`config.mk`:
```
export PLATFORM = sky130hd
export DESIGN_NAME = fts_ctrl
export DESIGN_NICKNAME = d
export VERILOG_FILES = /design/src/rtl/fts_pkg.sv /design/src/rtl/fts_burst_seq.sv /design/src/rtl/fts_cmd.sv /design/src/rtl/fts_lane_ram.sv /design/src/rtl/fts_ctrl.sv
export SDC_FILE = /design/constraint.sdc
export NUM_CORES = 2
export LEC_CHECK = 0
export BUFFER_PORTS_ARGS = -buffer_cell sky130_fd_sc_hd__buf_2
export CAP_MARGIN = 20
export CORE_MARGIN = 2
export CORE_UTILIZATION = 23
export DETAILED_ROUTE_END_ITERATION = 7
export PLACE_DENSITY_LB_ADDON = 0.1
export SLEW_MARGIN = 0
export SYNTH_ARGS = -nofsm -noshare
export SYNTH_HDL_FRONTEND = slang
export SYNTH_HIERARCHICAL = 1
export SYNTH_SLANG_ARGS = --single-unit
```
`constraint.sdc`:
```
create_clock -name clk -period 5.4 [get_ports clk]
set_input_delay 1.08 -clock clk [delete_from_list [all_inputs] [get_ports clk]]
set_output_delay 1.08 -clock clk [all_outputs]
set_load 0.02 [all_outputs]
```
`src/rtl/fts_pkg.sv`:
```
package fts_pkg;
  typedef enum logic [1:0] {
    OP_IDLE = 2'd0,
    OP_RD   = 2'd1,
    OP_WR   = 2'd2
  } op_e;
endpackage

```
`src/rtl/fts_burst_seq.sv`:
```
module fts_burst_seq #(
  parameter int AW    = 6,
  parameter int BURST = 4
) (
  input  logic          clk,
  input  logic          rst,
  input  logic          load,
  input  logic          step,
  input  logic          il_mode,
  input  logic [AW-1:0] base,
  output logic [AW-1:0] addr
);
  localparam int CW = $clog2(BURST);

  logic [AW-1:0] base_q;
  logic [CW-1:0] cnt_q;
  logic [CW-1:0] low;

  always_ff @(posedge clk) begin
    if (rst) begin
      base_q <= '0;
      cnt_q  <= '0;
    end else if (load) begin
      base_q <= base;
      cnt_q  <= '0;
    end else if (step) begin
      cnt_q <= cnt_q + 1'b1;
    end
  end

  always_comb begin
    if (il_mode) low = base_q[CW-1:0] ^ cnt_q;
    else         low = base_q[CW-1:0] + cnt_q;
  end

  assign addr = {base_q[AW-1:CW], low};

  // counter wraps after the last beat
  p_wrap_r9: assert property (@(posedge clk) disable iff (rst)
    (step && !load && cnt_q == CW'(BURST-1)) |=> (cnt_q == '0));
  // upper address bits stay fixed across a burst
  p_upper_r9: assert property (@(posedge clk) disable iff (rst)
    (step && !load) |=> (base_q == $past(base_q)));
endmodule

```
`src/rtl/fts_cmd.sv`:
```
module fts_cmd
  import fts_pkg::*;
(
  input  logic clk,
  input  logic rst,
  input  logic cke_n,
  input  logic advance,
  input  logic sel_all,
  input  logic we_n,
  output op_e  op,
  output logic load,
  output logic step
);
  op_e op_q;

  always_ff @(posedge clk) begin
    if (rst) begin
      op_q <= OP_IDLE;
    end else if (!cke_n && !advance) begin
      if (sel_all) op_q <= we_n ? OP_RD : OP_WR;
      else         op_q <= OP_IDLE;
    end
  end

  assign op   = op_q;
  assign load = !cke_n && !advance && sel_all;
  assign step = !cke_n && advance && (op_q != OP_IDLE);

  // a held edge keeps the pending operation
  p_hold_op_r1: assert property (@(posedge clk) disable iff (rst)
    cke_n |=> $stable(op_q));
  // a qualified load always starts an access
  p_start_r2: assert property (@(posedge clk) disable iff (rst)
    load |=> (op_q != OP_IDLE));
  // advancing never changes direction
  p_dir_r8: assert property (@(posedge clk) disable iff (rst)
    (!cke_n && advance) |=> (op_q == $past(op_q)));
endmodule

```
`src/rtl/fts_lane_ram.sv`:
```
module fts_lane_ram #(
  parameter int LANES  = 4,
  parameter int LANE_W = 9,
  parameter int DEPTH  = 64
) (
  input  logic                      clk,
  input  logic [LANES-1:0]          we,
  input  logic [$clog2(DEPTH)-1:0]  adr,
  input  logic [LANES*LANE_W-1:0]   wdata,
  output logic [LANES*LANE_W-1:0]   rdata
);
  for (genvar g = 0; g < LANES; g++) begin : g_lane
    logic [LANE_W-1:0] mem [DEPTH];

    always_ff @(posedge clk) begin
      if (we[g]) mem[adr] <= wdata[g*LANE_W +: LANE_W];
    end

    assign rdata[g*LANE_W +: LANE_W] = mem[adr];
  end
endmodule

```
`src/rtl/fts_ctrl.sv`:
```
module fts_ctrl
  import fts_pkg::*;
#(
  parameter int LANES  = 4,
  parameter int LANE_W = 9,
  parameter int DEPTH  = 64,
  parameter int BURST  = 4
) (
  input  logic                            clk,
  input  logic                            rst,
  input  logic                            cke_n,
  input  logic                            advance,
  input  logic                            cs_a_n,
  input  logic                            cs_b,
  input  logic                            cs_c_n,
  input  logic                            we_n,
  input  logic [$clog2(DEPTH)-1:0]        addr,
  input  logic [LANES-1:0]                lane_we_n,
  input  logic                            il_mode,
  input  logic                            oe_n,
  input  logic [LANES*LANE_W-1:0]         dq_i,
  output logic [LANES*LANE_W-1:0]         dq_o,
  output logic                            dq_oe
);
  localparam int AW = $clog2(DEPTH);

  logic          sel_all;
  op_e           op;
  logic          load;
  logic          step;
  logic [AW-1:0] cur_adr;
  logic [LANES-1:0] lane_we;

  assign sel_all = !cs_a_n && cs_b && !cs_c_n;

  fts_cmd u_cmd (
    .clk     (clk),
    .rst     (rst),
    .cke_n   (cke_n),
    .advance (advance),
    .sel_all (sel_all),
    .we_n    (we_n),
    .op      (op),
    .load    (load),
    .step    (step)
  );

  fts_burst_seq #(.AW(AW), .BURST(BURST)) u_seq (
    .clk     (clk),
    .rst     (rst),
    .load    (load),
    .step    (step),
    .il_mode (il_mode),
    .base    (addr),
    .addr    (cur_adr)
  );

  for (genvar g = 0; g < LANES; g++) begin : g_we
    assign lane_we[g] = (op == OP_WR) && !cke_n && !lane_we_n[g];
  end

  fts_lane_ram #(.LANES(LANES), .LANE_W(LANE_W), .DEPTH(DEPTH)) u_ram (
    .clk   (clk),
    .we    (lane_we),
    .adr   (cur_adr),
    .wdata (dq_i),
    .rdata (dq_o)
  );

  assign dq_oe = (op == OP_RD) && !oe_n;

  // no drive during a write data phase
  p_wr_hiz_r4: assert property (@(posedge clk) disable iff (rst)
    (op == OP_WR) |-> !dq_oe);
  // a deselecting load releases the bus after the edge
  p_desel_hiz_r7: assert property (@(posedge clk) disable iff (rst)
    (!cke_n && !advance && !sel_all) |=> !dq_oe);
  // a held edge leaves the output word unchanged
  p_hold_data_r1: assert property (@(posedge clk) disable iff (rst)
    cke_n |=> $stable(dq_o));
endmodule

```
==> metrics.txt <==
# TYPE chip_impl_metric gauge
chip_impl_metric{name="firstDrtPassIters",unit=""} 6
chip_impl_metric{name="die_h",unit="um"} 623.0
chip_impl_metric{name="cap_viol_max_count",unit=""} 0
chip_impl_metric{name="floorplan.core_area",unit="um^2"} 381700
chip_impl_metric{name="tightest_slew",unit="ns"} 1.089
chip_impl_metric{name="proportion_of_synthesized_chip_area_in_sequential_cells",unit="%"} 78.74
chip_impl_info{name="mostFrequentLayoutCell",value="edfxtp_1"} 1
chip_impl_metric{name="globalplace.congestion",unit=""} 0.7872
chip_impl_info{name="crit_path_end_kind",value="output pin"} 1
chip_impl_metric{name="critical_path_peak_fanout",unit=""} 8
chip_impl_info{name="critPathKind",value="reg -> out"} 1
chip_impl_metric{name="drt-total-wl",unit="mm"} 364.4
chip_impl_info{name="critical_path.startpoint_type",value="flop"} 1
chip_impl_metric{name="proportion_of_layout_cells_with_a_drive_suffix_above_1",unit="%"} 26.68
chip_impl_metric{name="grt_start_max_net_pins",unit=""} 99
chip_impl_metric{name="detailed_place_hpwl",unit="mm"} 233.0
chip_impl_metric{name="fp.dieArea",unit="um^2"} 388100
chip_impl_metric{name="place.detailed.instances",unit=""} 10440
chip_impl_metric{name="finish.instance_area",unit="um^2"} 110700
chip_impl_metric{name="synth_enable_flop_cells",unit=""} 2304
chip_impl_metric{name="period_needed",unit="ns"} 5.401
chip_impl_metric{name="maxSlewHeadroom",unit="%"} 27.14
chip_impl_metric{name="ys_ff_latch",unit=""} 2314
chip_impl_metric{name="n_fill_cell",unit=""} 38100
chip_impl_info{name="clock_tree_from_tritoncts",value="built"} 1
chip_impl_metric{name="cts_buffers",unit=""} 278
chip_impl_metric{name="io_pins",unit=""} 93
chip_impl_metric{name="grt_antenna_before_repair",unit=""} 44
chip_impl_metric{name="grt_first_pass_wirelength",unit="mm"} 486.1
chip_impl_metric{name="initial_utilization",unit="%"} 23.08
chip_impl_metric{name="synth.distinct_cells",unit=""} 66
chip_impl_metric{name="layout.core_utilization",unit="%"} 29.00
chip_impl_metric{name="numPortBuffers",unit=""} 92
chip_impl_metric{name="combined_global_route_utilization_of_all_metal_layers",unit="%"} 18.08
chip_impl_info{name="failing_checks",value="negative setup slack"} 1
chip_impl_metric{name="postRouteAntennaNets",unit=""} 0
chip_impl_metric{name="detail_route.vias_per_cell",unit=""} 4.839
chip_impl_metric{name="post_layout_nonfiller_instances",unit=""} 11030
chip_impl_info{name="cp-startpoint",value="u_seq/base_q[0]$_SDFFE_PP0P_"} 1
chip_impl_info{name="crit-reg2reg-launch",value="u_seq/cnt_q[0]$_SDFFE_PP0P_"} 1
chip_impl_info{name="cts_root_buf",value="clkbuf_16"} 1
chip_impl_info{name="status",value="finished with violations"} 1
chip_impl_metric{name="final_critical_path_setup_slack",unit="ns"} -0.0008091
chip_impl_metric{name="yosys_warnings",unit=""} 6
chip_impl_metric{name="clk_path_buf_depth",unit=""} 4
chip_impl_metric{name="netlist_area_pre_place",unit="um^2"} 88120
chip_impl_metric{name="holdWs",unit="ns"} 0.4342
chip_impl_metric{name="syn_to_final_growth",unit="%"} 25.63
chip_impl_metric{name="mappedNetlistNets",unit=""} 5133
chip_impl_metric{name="wl_per_cell",unit="um"} 33.03
chip_impl_metric{name="syn-mean-instance-area",unit="um^2"} 17.36
chip_impl_metric{name="rows",unit=""} 227
chip_impl_info{name="timing.hold.worst.class",value="in -> reg"} 1
chip_impl_metric{name="async_flop_share",unit="%"} 0
chip_impl_metric{name="fmax",unit="GHz"} 0.1852
chip_impl_metric{name="finish.net_count",unit=""} 5831
chip_impl_metric{name="routed_via_count",unit=""} 53400
chip_impl_metric{name="crit_arrival",unit="ns"} 4.32
chip_impl_info{name="synth-main-ff-cell",value="edfxtp_1"} 1
chip_impl_metric{name="detail_route.drc_violations",unit=""} 0
chip_impl_metric{name="final-hold-violation-count",unit=""} 0
chip_impl_metric{name="power_density",unit="nW/um^2"} 350.1
chip_impl_metric{name="slew_limit_fails",unit=""} 0
chip_impl_metric{name="ctsHtreeMaxLevel",unit=""} 5
chip_impl_metric{name="multi_input_area",unit="um^2"} 18660
chip_impl_metric{name="fin_tns_setup",unit="ns"} -0.0008091
chip_impl_info{name="timing.hold.worst.start",value="addr[4]"} 1
chip_impl_metric{name="initialDrtViolationCount",unit=""} 5002
chip_impl_info{name="mostFrequentLayoutCells",value="edfxtp_1, buf_4, a221oi_1, nor2_1, clkbuf_16"} 1
chip_impl_metric{name="finClkSkew",unit="ns"} 0.02479
chip_impl_metric{name="power.ir.vdd_worst",unit="V"} 0.0002161
chip_impl_metric{name="dpl-instance-area",unit="um^2"} 99180
chip_impl_metric{name="reg2reg_slack",unit="ns"} 1.33
chip_impl_info{name="rsz0062_at_grt",value="yes"} 1
chip_impl_metric{name="cp_data_required_time",unit="ns"} 4.32
chip_impl_metric{name="number_of_global_route_vias_before_repair",unit=""} 53950
chip_impl_metric{name="finalCritPeriodShare",unit="%"} 100.0
chip_impl_metric{name="seq_area",unit="um^2"} 69400
chip_impl_metric{name="clock_insertion_delay_worst_skew",unit="ns"} 0.90
chip_impl_metric{name="finalPower",unit="mW"} 38.76
chip_impl_metric{name="globalRouteOverflowTotal",unit=""} 0
chip_impl_metric{name="chip_width",unit="um"} 623.0
chip_impl_metric{name="syn_inst",unit=""} 5076
chip_impl_metric{name="report.final.setup_viol",unit=""} 1
chip_impl_metric{name="cts_hold_repair.buffers",unit=""} 0
chip_impl_metric{name="cts.reportedPaths.clkPinSlew",unit="ns"} 0.06
chip_impl_metric{name="clock_sink_count",unit=""} 2314
chip_impl_metric{name="power.leakage",unit="nW"} 34.56
chip_impl_metric{name="dpl_worst_slack",unit="ns"} -0.6925
-- cell usage after synthesis (19+ instances only) --
master	n	area share [%]
a21oi_1	85	0.48
a221oi_1	632	6.3
a22o_1	40	0.40
a22oi_1	178	1.5
buf_1	47	0.20
buf_2	116	0.66
clkbuf_1	207	0.88
edfxtp_1	2304	79
mux2_2	66	0.84
mux2i_1	136	1.5
mux4_2	68	1.7
nand2_1	99	0.42
nand3_1	19	0.11
nand4_1	19	0.13
nor2_1	543	2.3
nor3_1	38	0.22
nor4_1	31	0.22
o21ai_0	138	0.78
o22ai_1	108	0.77
-- worst max-delay path, cell delays in order, from the launching register on --
cell and delay, ns:
dfxtp_2 0.36, ha_4 0.13, nor2b_4 0.19, xnor2_4 0.14
buf_12 0.17, buf_16 0.19, clkinv_16 0.16, buf_16 0.24
a221oi_4 0.24, nor2_2 0.08, o21ai_1 0.17, buf_4 0.15
nand4_1 0.31, or3_4 0.61, buf_6 0.18
-- per-layer routing --
| metal | vias to the layer above | GRT usage [%] | part of all wire, % |
|---|---|---|---|
| met1 | 28880 | 24.98 | 45 |
| met3 | 372 | 2.359 | 5.0 |
| met4 | 2 | 3.261 | 1.7 |
| met5 | - | 0 | 0.0036 |
| li1 | 22560 | - | - |
| met2 | 1574 | 30.52 | 48 |
-- sequential cells by signal, summed over array words and instances, names as in the netlist --
signal / flops
u_cmd/op: 2
u_seq/base_q: 6
u_seq/cnt_q: 2
u_ram/g_lane.mem: 2304
-- power by group --
group	switching (mW)	total, mW	internal, mW
Combinational	0.885	1.19	0.308
Clock	7.56	17.8	10.3
Sequential	0.00358	19.8	19.8
Total	8.45	38.8	30.3
-- worst paths after layout --
kind,end,depth (start not counted)
setup / recovery,dq_o[22],14
hold / removal,u_seq/base_q[4]$_SDFFE_PP0P_,3
setup reg to reg,u_ram/g_lane[0].mem[9][0]$_DFFE_PP_,9
hold reg to reg,u_seq/base_q[0]$_SDFFE_PP0P_,2
-- cells by family after synthesis --
family / after synthesis / share of synthesized area (%)
AO/OA/AOI/OAI: 1275 / 11.11
XOR/XNOR: 3 / 0.02982
adder cells (fa/ha/maj): 1 / 0.01420
buffers and inverters: 401 / 2.056
flip-flops: 2314 / 78.74
multiplexers: 270 / 4.126
AND/OR/NAND/NOR: 812 / 3.922
-- area by class of cell --
type | instances | share of cell area (%)
diodes | 15 | 0.03391
clock inverters | 135 | 0.9177
flip-flops and latches | 2314 | 62.69
repair buffers | 814 | 7.042
repair inverters | 2 | 0.02034
well taps | 5038 | 5.694
clock buffers | 352 | 6.708
inverters | 3 | 0.04182
multi-input cells | 2361 | 16.85
-- what timing repair did --
action | CTS | global route
endpoints found under the setup margin | 36 | 33
cloned | 6 | 9
gates resized for setup | 273 | 155
pin swaps | 39 | 58
setup buffers | 39 | 34
No activity file was read; power rests on OpenSTA's default activity.
